### config.mk
export PLATFORM = sky130hd
export DESIGN_NAME = dma_irq_agg
export DESIGN_NICKNAME = d
export VERILOG_FILES = /design/src/rtl/irqagg_pkg.sv /design/src/rtl/irqagg_chan.sv /design/src/rtl/irqagg_glb.sv /design/src/rtl/irqagg_run.sv /design/src/rtl/irqagg_sum.sv /design/src/rtl/dma_irq_agg.sv
export SDC_FILE = /design/constraint.sdc
export NUM_CORES = 1
export LEC_CHECK = 0
export BUFFER_PORTS_ARGS = -buffer_cell sky130_fd_sc_hd__buf_2
export CAP_MARGIN = 20
export CELL_PAD_IN_SITES_DETAIL_PLACEMENT = 1
export CELL_PAD_IN_SITES_GLOBAL_PLACEMENT = 1
export CORE_MARGIN = 2
export CORE_UTILIZATION = 45
export DETAILED_ROUTE_END_ITERATION = 10
export PLACE_DENSITY = 0.82
export SYNTH_ARGS = -nofsm -noshare
export SYNTH_HDL_FRONTEND = slang
export SYNTH_SLANG_ARGS = --single-unit
### constraint.sdc
create_clock -name clk -period 3.01 [get_ports clk]
set_input_delay 0.1505 -clock clk [delete_from_list [all_inputs] [get_ports clk]]
set_output_delay 0.1505 -clock clk [all_outputs]
set_load 0.005 [all_outputs]
### src/rtl/irqagg_pkg.sv
package irqagg_pkg;

    // Number of interrupt lines, each with its own cause/mask copy.
    localparam int NOUT = 4;

    // Positions of the two causes inside a status or mask word.
    localparam int DONE_BIT = 0;
    localparam int ERR_BIT  = 6;

    // Word address map.
    localparam int A_TXGO    = 0;
    localparam int A_TXHALT  = 1;
    localparam int A_RXGO    = 2;
    localparam int A_RXHALT  = 3;
    localparam int A_TXSUM   = 4;
    localparam int A_RXSUM   = 8;
    localparam int A_GLB     = 12;
    localparam int A_CHAN    = 16;
    localparam int CH_STRIDE = 8;

    // Compact cause pair: [1] error, [0] completion.
    typedef logic [1:0] cause_t;

endpackage

### src/rtl/irqagg_chan.sv
module irqagg_chan
    import irqagg_pkg::*;
#(
    parameter int DW = 32
) (
    input  logic              clk,
    input  logic              rst_n,
    input  logic              done_evt,
    input  logic              err_evt,
    input  logic [NOUT-1:0]   clr_sel,
    input  logic [NOUT-1:0]   msk_sel,
    input  logic [DW-1:0]     wdata,
    output cause_t [NOUT-1:0] cause,
    output cause_t [NOUT-1:0] mask,
    output logic [NOUT-1:0]   hit
);

    typedef struct packed {
        cause_t [NOUT-1:0] cause;
        cause_t [NOUT-1:0] mask;
    } chan_st_t;

    chan_st_t st_d, st_q;
    cause_t   wr_bits;
    cause_t   evt_bits;

    always_comb begin
        wr_bits  = {wdata[ERR_BIT], wdata[DONE_BIT]};
        evt_bits = {err_evt, done_evt};
        st_d     = st_q;
        for (int o = 0; o < NOUT; o++) begin
            if (clr_sel[o]) begin
                st_d.cause[o] = st_q.cause[o] & ~wr_bits;
            end
            // A new event wins over a clear in the same cycle.
            st_d.cause[o] = st_d.cause[o] | evt_bits;
            if (msk_sel[o]) begin
                st_d.mask[o] = wr_bits;
            end
        end
    end

    always_ff @(posedge clk or negedge rst_n) begin
        if (!rst_n) begin
            st_q <= '0;
        end else begin
            st_q <= st_d;
        end
    end

    assign cause = st_q.cause;
    assign mask  = st_q.mask;

    always_comb begin
        for (int o = 0; o < NOUT; o++) begin
            hit[o] = |(st_q.cause[o] & st_q.mask[o]);
        end
    end

endmodule

### src/rtl/irqagg_glb.sv
module irqagg_glb
    import irqagg_pkg::*;
#(
    parameter int GW = 8,
    parameter int DW = 32
) (
    input  logic                      clk,
    input  logic                      rst_n,
    input  logic [GW-1:0]             glb_evt,
    input  logic [NOUT-1:0]           clr_sel,
    input  logic [DW-1:0]             wdata,
    output logic [NOUT-1:0][GW-1:0]   glb
);

    typedef struct packed {
        logic [NOUT-1:0][GW-1:0] word;
    } glb_st_t;

    glb_st_t st_d, st_q;
    logic    wipe;

    always_comb begin
        wipe = &wdata;
        st_d = st_q;
        for (int o = 0; o < NOUT; o++) begin
            if (clr_sel[o] && wipe) begin
                st_d.word[o] = '0;
            end
            st_d.word[o] = st_d.word[o] | glb_evt;
        end
    end

    always_ff @(posedge clk or negedge rst_n) begin
        if (!rst_n) begin
            st_q <= '0;
        end else begin
            st_q <= st_d;
        end
    end

    assign glb = st_q.word;

endmodule

### src/rtl/irqagg_run.sv
module irqagg_run #(
    parameter int NCH = 8,
    parameter int DW  = 32
) (
    input  logic           clk,
    input  logic           rst_n,
    input  logic           tx_go,
    input  logic           tx_halt,
    input  logic           rx_go,
    input  logic           rx_halt,
    input  logic [DW-1:0]  wdata,
    output logic [NCH-1:0] run
);

    localparam int NPAIR = NCH / 2;

    typedef struct packed {
        logic [NCH-1:0] run;
    } run_st_t;

    run_st_t st_d, st_q;

    always_comb begin
        st_d = st_q;
        for (int n = 0; n < NPAIR; n++) begin
            if (tx_go && wdata[n]) begin
                st_d.run[2*n] = 1'b1;
            end
            if (tx_halt && wdata[n]) begin
                st_d.run[2*n] = 1'b0;
            end
            if (rx_go && wdata[n]) begin
                st_d.run[2*n+1] = 1'b1;
            end
            if (rx_halt && wdata[n]) begin
                st_d.run[2*n+1] = 1'b0;
            end
        end
    end

    always_ff @(posedge clk or negedge rst_n) begin
        if (!rst_n) begin
            st_q <= '0;
        end else begin
            st_q <= st_d;
        end
    end

    assign run = st_q.run;

endmodule

### src/rtl/irqagg_sum.sv
module irqagg_sum
    import irqagg_pkg::*;
#(
    parameter int NCH = 8,
    parameter int GW  = 8
) (
    input  logic [NCH-1:0][NOUT-1:0]    hit,
    input  logic [NOUT-1:0][GW-1:0]     glb,
    output logic [NOUT-1:0][NCH/2-1:0]  tx_sum,
    output logic [NOUT-1:0][NCH/2-1:0]  rx_sum,
    output logic [NOUT-1:0]             irq
);

    localparam int NPAIR = NCH / 2;

    always_comb begin
        for (int o = 0; o < NOUT; o++) begin
            for (int n = 0; n < NPAIR; n++) begin
                tx_sum[o][n] = hit[2*n][o];
                rx_sum[o][n] = hit[2*n+1][o];
            end
            irq[o] = (|tx_sum[o]) | (|rx_sum[o]) | (|glb[o]);
        end
    end

endmodule

### src/rtl/dma_irq_agg.sv
module dma_irq_agg
    import irqagg_pkg::*;
#(
    parameter int NCH    = 8,
    parameter int GW     = 8,
    parameter int DW     = 32,
    parameter int ADDR_W = $clog2(A_CHAN + NCH * CH_STRIDE)
) (
    input  logic              clk,
    input  logic              rst_n,
    input  logic [NCH-1:0]    done_evt,
    input  logic [NCH-1:0]    err_evt,
    input  logic [GW-1:0]     glb_evt,
    input  logic              bus_we,
    input  logic [ADDR_W-1:0] bus_addr,
    input  logic [DW-1:0]     bus_wdata,
    output logic [DW-1:0]     bus_rdata,
    output logic [NCH-1:0]    chan_run,
    output logic [NOUT-1:0]   irq_o
);

    localparam int NPAIR = NCH / 2;

    logic                          tx_go, tx_halt, rx_go, rx_halt;
    logic [NOUT-1:0]               glb_clr;
    logic [NCH-1:0][NOUT-1:0]      clr_sel;
    logic [NCH-1:0][NOUT-1:0]      msk_sel;
    cause_t [NCH-1:0][NOUT-1:0]    cause_all;
    cause_t [NCH-1:0][NOUT-1:0]    mask_all;
    logic [NCH-1:0][NOUT-1:0]      hit_all;
    logic [NOUT-1:0][GW-1:0]       glb_all;
    logic [NOUT-1:0][NPAIR-1:0]    tx_sum;
    logic [NOUT-1:0][NPAIR-1:0]    rx_sum;

    // Write decode
    always_comb begin
        tx_go   = bus_we && (bus_addr == ADDR_W'(A_TXGO));
        tx_halt = bus_we && (bus_addr == ADDR_W'(A_TXHALT));
        rx_go   = bus_we && (bus_addr == ADDR_W'(A_RXGO));
        rx_halt = bus_we && (bus_addr == ADDR_W'(A_RXHALT));
        for (int o = 0; o < NOUT; o++) begin
            glb_clr[o] = bus_we && (bus_addr == ADDR_W'(A_GLB + o));
        end
        for (int c = 0; c < NCH; c++) begin
            for (int o = 0; o < NOUT; o++) begin
                clr_sel[c][o] = bus_we &&
                    (bus_addr == ADDR_W'(A_CHAN + c * CH_STRIDE + o));
                msk_sel[c][o] = bus_we &&
                    (bus_addr == ADDR_W'(A_CHAN + c * CH_STRIDE + NOUT + o));
            end
        end
    end

    for (genvar c = 0; c < NCH; c++) begin : g_chan
        irqagg_chan #(
            .DW (DW)
        ) u_chan (
            .clk      (clk),
            .rst_n    (rst_n),
            .done_evt (done_evt[c]),
            .err_evt  (err_evt[c]),
            .clr_sel  (clr_sel[c]),
            .msk_sel  (msk_sel[c]),
            .wdata    (bus_wdata),
            .cause    (cause_all[c]),
            .mask     (mask_all[c]),
            .hit      (hit_all[c])
        );
    end

    irqagg_glb #(
        .GW (GW),
        .DW (DW)
    ) u_glb (
        .clk     (clk),
        .rst_n   (rst_n),
        .glb_evt (glb_evt),
        .clr_sel (glb_clr),
        .wdata   (bus_wdata),
        .glb     (glb_all)
    );

    irqagg_run #(
        .NCH (NCH),
        .DW  (DW)
    ) u_run (
        .clk     (clk),
        .rst_n   (rst_n),
        .tx_go   (tx_go),
        .tx_halt (tx_halt),
        .rx_go   (rx_go),
        .rx_halt (rx_halt),
        .wdata   (bus_wdata),
        .run     (chan_run)
    );

    irqagg_sum #(
        .NCH (NCH),
        .GW  (GW)
    ) u_sum (
        .hit    (hit_all),
        .glb    (glb_all),
        .tx_sum (tx_sum),
        .rx_sum (rx_sum),
        .irq    (irq_o)
    );

    // Read mux
    always_comb begin
        bus_rdata = '0;
        if (bus_addr == ADDR_W'(A_TXGO) || bus_addr == ADDR_W'(A_TXHALT)) begin
            for (int n = 0; n < NPAIR; n++) begin
                bus_rdata[n] = chan_run[2*n];
            end
        end
        if (bus_addr == ADDR_W'(A_RXGO) || bus_addr == ADDR_W'(A_RXHALT)) begin
            for (int n = 0; n < NPAIR; n++) begin
                bus_rdata[n] = chan_run[2*n+1];
            end
        end
        for (int o = 0; o < NOUT; o++) begin
            if (bus_addr == ADDR_W'(A_TXSUM + o)) begin
                bus_rdata[NPAIR-1:0] = tx_sum[o];
            end
            if (bus_addr == ADDR_W'(A_RXSUM + o)) begin
                bus_rdata[NPAIR-1:0] = rx_sum[o];
            end
            if (bus_addr == ADDR_W'(A_GLB + o)) begin
                bus_rdata[GW-1:0] = glb_all[o];
            end
        end
        for (int c = 0; c < NCH; c++) begin
            for (int o = 0; o < NOUT; o++) begin
                if (bus_addr == ADDR_W'(A_CHAN + c * CH_STRIDE + o)) begin
                    bus_rdata[DONE_BIT] = cause_all[c][o][0];
                    bus_rdata[ERR_BIT]  = cause_all[c][o][1];
                end
                if (bus_addr == ADDR_W'(A_CHAN + c * CH_STRIDE + NOUT + o)) begin
                    bus_rdata[DONE_BIT] = mask_all[c][o][0];
                    bus_rdata[ERR_BIT]  = mask_all[c][o][1];
                end
            end
        end
    end

endmodule

==> run metrics <==
Ys Warns 0; largest net degree at the start of global routing 91; Total Nets Final between 1000 and 1500; Cells after DPL about 1300; HP Class in -> reg; Post-CTS Resized 0; wire length per cell roughly 30 µm; Final Slew Violations 0; Hold-fix buffers, CTS 25; CP required between 2000 and 3000 ps; routed wire length 41.5 mm; GP Congestion 1.03; DPL Wire Length roughly 31 mm; crit start category input port; Static Leak ~4.4 nW; CP Capture Type output pin; status finished clean; die height 151 µm; first-pass GRT wire length approximately 62 mm; vias in the first global route between 9000 and 10000; Fmax between 0.3 and 0.4 GHz; number of synthesized flops with an enable pin 0; register area share after synthesis between 40% and 50%; H-tree depth 4; Final Setup Violations 0; Top FF cell, synth dfrtp_1; core footprint between 20000 and 25000 µm²; Final Hold Violating Endpoints 0; first-pass iteration count of the detailed router 8; CTS root buf clkbuf_16; GRT met3 Usage under 10%; io pins 110; Post-Syn Area around 9700 µm²; Rel. slew slack about 51%; global route hottest layer met2; # diodes 0; area delta synth->final 17.0%; Die ar. around 23000 µm²; Crit Path Category in -> out; met1 GRT Util about half; Layout Skew 0 ps; flops & latches, synth approximately 170; Global Route Usage Sum between 30 and 40%; antenna-violating nets left 0; Post-CTS Setup Inserts 0; Remaining DRCs 0; Iter 0 DRT Violations roughly 1100; Port-buffer cells 85; clk slew on worst S/H paths 70 ps; die width about 150 µm; Max-Cap Viols 0; Vias/cell just under 7; Worst-Margin Slew approximately 710 ps; # rows 53; RSZ-0062 raised after global routing false; maximum vdd drop between 0.0003 and 0.0004 V; CTS tree built; pwr dens roughly 480 nW/µm²; Arr. time, crit path 2820 ps; clock latency on the worst-skew pair between 400 and 500 ps; CP max FO 15; CTS Buf Count 17; initial core utilization between 40 and 50%; Syn Area/Cell roughly 10 µm²; Congestion Overflow GR 0; worst-case clock buffer depth 2; clock period minus worst slack roughly 3000 ps; share of layout cells above drive strength 1 a little under a quarter; via count 9333; GRT met2 Usage just under 60%; Final Cycle Share between 90% and 100%; clock sink total roughly 170; initial antenna violation count 0; synth unique cells 77; Non-Filler Instances 1382; asr flop ratio synth 100%; cell count after synthesis 977; setup_tns 0 ps
[layer usage]
| layer | wire, µm | part of all wire (%) |
|---|---|---|
| met1 | 16800 | 41 |
| met2 | 19000 | 46 |
| met3 | 3650 | 8.8 |
| met4 | 2010 | 4.8 |
| met5 | 0 | 0 |
[cells by family after synthesis]
family | count (synthesis) | share of synthesized area (%)
flip-flops | 168 | 43.3
buffers and inverters | 94 | 5.66
AND/OR/NAND/NOR | 297 | 16.9
multiplexers | 82 | 9.44
other | 1 | 0.0387
AO/OA/AOI/OAI | 335 | 24.6
[metrics by stage]
stage                     total power [mW]  area (µm²)  hold WS [ps]  utilization (%)  worst slack, ps
final                                 5.50       11300           120             53.8             34.6
after global routing                  5.65       11300           163             53.8             10.3
after CTS                             5.49       11300           113             53.8              150
after detailed placement              3.28       10500          82.2             49.9              155
after global placement                3.27       10500          74.5             49.9              182
after floorplan                       2.90        9790          -145                -             1210
[power breakdown]
part           switching [mW]  internal (mW)
Sequential             0.0923           2.34
Combinational           0.551          0.326
Clock                    1.09           1.10
[registers in the layout, indices dropped and copies added (netlist names)]
signal	cells
g_chan.u_chan.mask	64
u_glb.glb	32
g_chan.u_chan.cause	64
u_run.run	8
[synthesized netlist by cell type, drive strengths merged (18+ instances only)]
master / instances / area share [%]
a21o: 101 / 7.8
a21oi: 50 / 2.6
a22oi: 39 / 3.0
buf: 57 / 4.2
clkbuf: 32 / 1.2
dfrtp: 168 / 43
mux2: 66 / 7.7
nand2: 100 / 3.9
nand3: 30 / 1.5
nor2: 42 / 1.6
nor2b: 18 / 1.2
o21ai: 24 / 1.2
o22ai: 26 / 1.7
[area by class of cell]
cell class | count | area [µm²]
fill | 2371 | 9740
timing repair buffer | 164 | 1160
clock inverter | 15 | 155
multi-input combinational | 738 | 5040
clock buffer | 17 | 425
inverter | 5 | 18.8
sequential | 168 | 4200
tap | 275 | 344
[worst paths after layout]
check	from	to	slack [ps]	depth (start not counted)
max	bus_addr[0]	bus_rdata[1]	30	10
max in group asynchronous	rst_n	g_chan[7].u_chan.mask[6]	1920	3
max reg2reg	g_chan[3].u_chan.mask[4]	g_chan[3].u_chan.mask[4]	2130	1
min in group asynchronous	rst_n	g_chan[4].u_chan.cause[2]	180	2
min reg2reg	g_chan[4].u_chan.cause[4]	g_chan[4].u_chan.cause[4]	520	1
min	bus_wdata[1]	u_run.run[2]	120	3
[worst max-delay path: stages]
cell and delay, ps:
buf_2 350, buf_4 280, nand4bb_1 350, o22ai_1 430, a21oi_1 70, o211ai_1 110
a211oi_1 80, a2111oi_0 670, buf_4 220, buf_2 100
[placed cells by master (no fill, tap or decap), types with 14 or more instances in the layout]
| cell type | Yosys | final |
|---|---|---|
| a211oi_1 | 14 | 14 |
| a21o_1 | 101 | 101 |
| a21oi_1 | 50 | 50 |
| a22oi_1 | 39 | 39 |
| buf_2 | 16 | 84 |
| buf_4 | 33 | 48 |
| clkbuf_16 | 0 | 17 |
| conb_1 | 1 | 24 |
| dfrtp_1 | 168 | 168 |
| dlygate4sd3_1 | 0 | 25 |
| mux2_2 | 66 | 66 |
| mux2i_1 | 15 | 15 |
| nand2_1 | 100 | 100 |
| nand3_1 | 30 | 30 |
| nand4_1 | 17 | 17 |
| nor2_1 | 42 | 42 |
| nor2b_1 | 18 | 18 |
| o21ai_0 | 22 | 22 |
| o22ai_1 | 26 | 26 |
(Power assumes the default switching activity.)
